`src/rtl/pwm_pin_pkg.sv`:
```
package pwm_pin_pkg;
  localparam int unsigned CH_NUM = 6;
  localparam int unsigned ADDR_W = 8;
  localparam int unsigned RD_W   = 32;
  localparam logic [7:0]  OFS_INV   = 8'h00;
  localparam logic [7:0]  OFS_FORCE = 8'h04;
endpackage

```
`src/rtl/pwm_pin_regs.sv`:
```
module pwm_pin_regs #(
  parameter int unsigned NCH = pwm_pin_pkg::CH_NUM,
  parameter int unsigned AW  = pwm_pin_pkg::ADDR_W,
  parameter int unsigned DW  = pwm_pin_pkg::RD_W
) (
  input  logic           clk,
  input  logic           rst_n,
  input  logic           wr_en,
  input  logic [AW-1:0]  addr,
  input  logic [NCH-1:0] wdata,
  output logic [DW-1:0]  rdata,
  output logic [NCH-1:0] inv_mask,
  output logic [NCH-1:0] force_mask
);
  localparam logic [AW-1:0] A_INV   = AW'(pwm_pin_pkg::OFS_INV);
  localparam logic [AW-1:0] A_FORCE = AW'(pwm_pin_pkg::OFS_FORCE);

  logic hit_inv, hit_force;
  assign hit_inv   = (addr == A_INV);
  assign hit_force = (addr == A_FORCE);

  always_ff @(posedge clk or negedge rst_n) begin
    if (!rst_n) begin
      inv_mask   <= '0;
      force_mask <= '0;
    end else if (wr_en) begin
      if (hit_inv)   inv_mask   <= wdata;
      if (hit_force) force_mask <= wdata;
    end
  end

  always_comb begin
    rdata = '0;
    if (hit_inv)        rdata[NCH-1:0] = inv_mask;
    else if (hit_force) rdata[NCH-1:0] = force_mask;
  end
endmodule

```
`src/rtl/pwm_fault_gate.sv`:
```
module pwm_fault_gate #(
  parameter int unsigned NCH = pwm_pin_pkg::CH_NUM
) (
  input  logic [NCH-1:0] gen,
  input  logic [NCH-1:0] en,
  input  logic           fault_in,
  input  logic           dbg_evt,
  input  logic [NCH-1:0] force_mask,
  output logic [NCH-1:0] gated
);
  logic fault_act;
  assign fault_act = fault_in | dbg_evt;

  for (genvar c = 0; c < NCH; c++) begin : g_ch
    logic live;
    assign live     = gen[c] & en[c];
    assign gated[c] = live & ~(fault_act & force_mask[c]);
  end
endmodule

```
`src/rtl/pwm_polarity_out.sv`:
```
module pwm_polarity_out #(
  parameter int unsigned NCH = pwm_pin_pkg::CH_NUM
) (
  input  logic           clk,
  input  logic           rst_n,
  input  logic [NCH-1:0] gated,
  input  logic [NCH-1:0] inv_mask,
  output logic [NCH-1:0] pin
);
  for (genvar c = 0; c < NCH; c++) begin : g_ch
    always_ff @(posedge clk or negedge rst_n) begin
      if (!rst_n) pin[c] <= 1'b0;
      else        pin[c] <= gated[c] ^ inv_mask[c];
    end
  end
endmodule

```
`src/rtl/pwm_pin_stage.sv`:
```
module pwm_pin_stage #(
  parameter int unsigned NCH = pwm_pin_pkg::CH_NUM,
  parameter int unsigned AW  = pwm_pin_pkg::ADDR_W,
  parameter int unsigned DW  = pwm_pin_pkg::RD_W
) (
  input  logic           clk,
  input  logic           rst_n,
  input  logic [NCH-1:0] gen_pwm,
  input  logic [NCH-1:0] ch_en,
  input  logic           fault_in,
  input  logic           dbg_evt,
  input  logic           reg_wr,
  input  logic [AW-1:0]  reg_addr,
  input  logic [NCH-1:0] reg_wdata,
  output logic [DW-1:0]  reg_rdata,
  output logic [NCH-1:0] pin_out
);
  logic [NCH-1:0] inv_q;
  logic [NCH-1:0] force_q;
  logic [NCH-1:0] gated;

  pwm_pin_regs #(.NCH(NCH), .AW(AW), .DW(DW)) regs_i (
    .clk        (clk),
    .rst_n      (rst_n),
    .wr_en      (reg_wr),
    .addr       (reg_addr),
    .wdata      (reg_wdata),
    .rdata      (reg_rdata),
    .inv_mask   (inv_q),
    .force_mask (force_q)
  );

  pwm_fault_gate #(.NCH(NCH)) gate_i (
    .gen        (gen_pwm),
    .en         (ch_en),
    .fault_in   (fault_in),
    .dbg_evt    (dbg_evt),
    .force_mask (force_q),
    .gated      (gated)
  );

  pwm_polarity_out #(.NCH(NCH)) pol_i (
    .clk      (clk),
    .rst_n    (rst_n),
    .gated    (gated),
    .inv_mask (inv_q),
    .pin      (pin_out)
  );
endmodule

```
`config.mk`:
```
export PLATFORM = sky130hd
export DESIGN_NAME = pwm_pin_stage
export DESIGN_NICKNAME = d
export VERILOG_FILES = /design/src/rtl/pwm_pin_pkg.sv /design/src/rtl/pwm_pin_regs.sv /design/src/rtl/pwm_fault_gate.sv /design/src/rtl/pwm_polarity_out.sv /design/src/rtl/pwm_pin_stage.sv
export SDC_FILE = /design/constraint.sdc
export NUM_CORES = 1
export LEC_CHECK = 0
export CAP_MARGIN = 20
export CORE_UTILIZATION = 30
export CTS_CLUSTER_DIAMETER = 100
export DETAILED_ROUTE_END_ITERATION = 12
export PLACE_DENSITY = 0.77
export SLEW_MARGIN = 10
export SYNTH_ARGS = -nofsm -noshare
export SYNTH_HDL_FRONTEND = slang
export SYNTH_SLANG_ARGS = --single-unit
```
`constraint.sdc`:
```
create_clock -name clk -period 1.2 [get_ports clk]
set_clock_uncertainty 0.15 [all_clocks]
set_input_delay 0.18 -clock clk [delete_from_list [all_inputs] [get_ports clk]]
set_output_delay 0.18 -clock clk [all_outputs]
set_load 0.1 [all_outputs]
```
# Word level (Yosys, flattened, before mapping)
# Cells that the tools add are included.
# classes
eq_ne	1
n_mux	2
n_bitwise	31
reduce_logical	3
# op_table
op	count
AND 1 bit	18
2-to-1 mux 6 bit	2
== test 8 x 3 -> 1 bit, second input constant	1
logical NOT 8 bit	1
NOT 1 bit	6
XOR 1 bit	6
AND reduction 2 bit	2
OR 1 bit	1
# word_totals
reg_bits	18
input_bits	31
out_inout_bits	38
wordCells	45

# Logic depth before layout (Yosys ltp)
# logic_depth
ltp_word	5
mapped_depth	3
depth_no_buf	3

# By module
# From an unflattened synthesis, not the netlist that was laid out.
# hier_totals
cells_unflattened	95
hier_area_um2	1097.3
# by_module_without_submodules
module	n_inst	cells_each	area_each_um2	seq_area_each_um2
pwm_pin_regs	1	69	802.0	300.3
pwm_polarity_out	1	12	202.7	150.1
pwm_fault_gate	1	14	92.6	0.0

# Worst setup path after synthesis
# No wires, ideal clock.
# synth_timing
kind	input -> output
startpoint	in reg_addr[1]
endpoint	out reg_rdata[0]
t_arrival_ns	2.078
t_required_ns	0.870
path_slack_ns	-1.208
path_stages	3
n_path_buf	0
cell_sequence	nor4_4 > nand2_1 > nor2_1
# synth_between
elab_chain_len	3
word_cells_on_any_way	4
classes_between	eq/ne (1); mux (2); reduce/logical (1)
# synth_lines
item	line_no	text
start, declared	pwm_pin_stage.sv:13	input logic [AW-1:0] reg_addr,
== test 8 x 3 -> 1 bit	pwm_pin_regs.sv:20	assign hit_force = (addr == A_FORCE);
2-to-1 mux 6 bit	pwm_pin_regs.sv:35	else if (hit_force) rdata[NCH-1:0] = force_mask;
2-to-1 mux 6 bit *	pwm_pin_regs.sv:34	if (hit_inv) rdata[NCH-1:0] = inv_mask;
end, declared	pwm_pin_stage.sv:15	output logic [DW-1:0] reg_rdata,
# Every way passes the cells marked *; elsewhere a longest branch is shown, timed or not.

# Worst setup path in the final report
# layout_timing
startpoint	reg regs_i.inv_mask[1]
endpoint	out reg_rdata[1]
# layout_between
elab_chain_len	1
# layout_lines
item	line_no	text
start, declared	pwm_pin_regs.sv:12	output logic [NCH-1:0] inv_mask,
start signal, assigned	pwm_pin_regs.sv:27	if (hit_inv) inv_mask <= wdata;
2-to-1 mux 6 bit	pwm_pin_regs.sv:34	
# Every way passes these cells.

==> reports/results.ini <==
[clocking]
cts-root-buf = clkbuf_4
clockBufferDepth = 2
cts_tree = done
numCtsBuffers = 3
htree_num_levels = 1
clock_sinks = 18
cts.clk_slew.worst_paths_ns = 0.10
clk-insertion-delay-late_ns = 0.30

[finish]
fin_nets = 189
nFillCells = 280
final_core_util_pct = 57.14
num_antenna_cells = 0
areaGrowthSynthToFinish_pct = 80.49
final_cell_mix = conb_1 (26), clkdlybuf4s50_1 (20), buf_4 (18)
final_common_cell = conb_1
final_layout_size_suffix_gt1_share_pct = 48.41

[route]
routedWlPerCell_um = 12.94
drt-initial-drc-count = 13
routed_wl_mm = 2.626
vias = 854
viasPerCell = 4.207
drc_errors = 0
ant_nets = 0
drt_pass1_iterations = 2

[global_routing]
grt_pass1_vias = 873
grt_max_degree = 19
grt_pass1_wl_mm = 3.981
antenna_found_initial = 0
grt-ovfl-total = 0
track_usage_pct = 15.25

[die]
coreArea_sq_um = 3363
die_area_sq_um = 3791
pin_count = 69
chipWidth_um = 61.58
start_util_pct = 31.66
die-height_um = 61.58
rows = 21

[place]
dp_hpwl_mm = 1.950
gp_congestion = 0.7518
port_buffers = 42

[power]
power_density_nw_per_um2 = 1006
p_leak_nw = 0.8570
ir_worst_vdd_v = 0.0004311

[timing]
hold_viol_final = 0
setup_slack_ns = -0.2951
whs_ns = 0.05485
period_needed_ns = 1.495
slew_viol_final = 0
rsz0062_at_grt = yes
max_freq_mhz = 668.8
min_period_over_period_pct = 124.6
final.setup.tns_ns = -3.105
finalSetupViolations = 24

[logic_synthesis]
synth.area.top_cells = dfrtp_1 (42%), buf_4 (18%), mux2_2 (13%)
ys_seq_area_share_pct = 42.30
synth_top_cell_by_area = dfrtp_1
synth_seq_cells = 18
synth_top_area_share_pct = 42.30
synthesis.area_sq_um = 1065
synth_cell_types = 15
yosysWarnings = 0
syn_avg_cell_area_sq_um = 11.45
netlist_instances = 93

[min_path]
min_path_type = in -> async

[worst_setup_path]
start_kind = flip-flop
endpoint = reg_rdata[1]
critPathKind = reg -> out
r2r_slack_ns = -0.01
reg2reg_to = regs_i.inv_mask[1]
worst-endpoint-arrival_ns = 1.17
critPathCaptureType = output pin
crit_required_ns = 0.87
reg2reg_depth = 3
crit_fanout = 2
crit_start = regs_i.inv_mask[1]
r2r_start = regs_i.inv_mask[1]

[flow_run]
maxCapViolCount = 0

[outcome]
status = complete, but fails checks
violations = negative setup slack

metal layers:
layer	share of wire (%)	global-route usage, %	vias to the layer above
met5	0	0	-
met4	1.4	6.984	0
met3	7.7	4.412	5
met2	53	28.73	43
met1	38	15.33	411
li1	-	-	395
Yosys cell counts:
| cell type | n |
|---|---|
| buf_4 | 26 |
| dfrtp_1 | 18 |
| mux2_2 | 12 |
| mux2i_1 | 6 |
| nand3_1 | 6 |
| nor2_1 | 6 |
| o21ai_0 | 6 |
| xnor2_1 | 6 |
| buf_2 | 1 |
| conb_1 | 1 |
| nand2_1 | 1 |
| nand4_4 | 1 |
| nand4b_4 | 1 |
| nor3_2 | 1 |
| nor4_4 | 1 |
registers in the layout, summed over array words and instances (netlist names):
register and count:
regs_i.force_mask 6, regs_i.inv_mask 6, pol_i.pin 6
worst min-delay path by stage:
stage | from | endpoint | slack (ns) | depth (start not counted)
finish | rst_n | pol_i.pin[0] | 0.05 | 2
global route | rst_n | pol_i.pin[0] | 0.06 | 2
floorplan | rst_n | pol_i.pin[0] | -0.27 | 0
detailed placement | regs_i.force_mask[3] | regs_i.force_mask[3] | 0.36 | 1
CTS | rst_n | pol_i.pin[0] | 0.06 | 2
global placement | regs_i.force_mask[0] | regs_i.force_mask[0] | 0.36 | 1
logic make-up after synthesis:
kind of cell           Yosys count  synth area share, %
other                            1               0.3522
flip-flops                      18                42.30
multiplexers                    18                18.33
buffers and inverters           27                18.80
XOR/XNOR                         6                4.935
AND/OR/NAND/NOR                 17                12.46
AO/OA/AOI/OAI                    6                2.820
metrics by stage:
step	total power, mW	setup WS [ns]	instances	instance area [sq um]
after floorplan	1.310	-0.4756	118	1219
after global placement	1.501	-0.6700	191	1732
after detailed placement	1.511	-0.6918	191	1732
after CTS	1.931	-0.2862	204	1921
after global routing	1.999	-0.3383	203	1922
final	1.933	-0.2951	203	1922
critical path, stage by stage (launching register included):
cell	delay (ns)
dfrtp_1	0.44
mux2i_4	0.19
nor2_4	0.07
buf_12	0.16
cell type report:
| cell class | instances | area, sq um | area share, % |
|---|---|---|---|
| timing repair buffer | 62 | 714.4 | 37.17 |
| sequential | 18 | 457.9 | 23.83 |
| multi-input combinational | 73 | 655.6 | 34.11 |
| tap | 46 | 57.56 | 2.995 |
| clock buffer | 4 | 36.28 | 1.888 |
report_power, final:
| group | switching (mW) | total, mW | internal (mW) |
|---|---|---|---|
| Combinational | 0.607 | 0.865 | 0.258 |
| Sequential | 0.0368 | 0.684 | 0.647 |
| Clock | 0.198 | 0.384 | 0.185 |
| Total | 0.842 | 1.93 | 1.09 |
what timing repair did:
action,CTS,global route
buffers inserted,9,0
hold buffers,0,0
gates resized for setup,36,9
pin swaps,7,8
setup endpoints to repair,24,29
(Power assumes the default switching activity.)
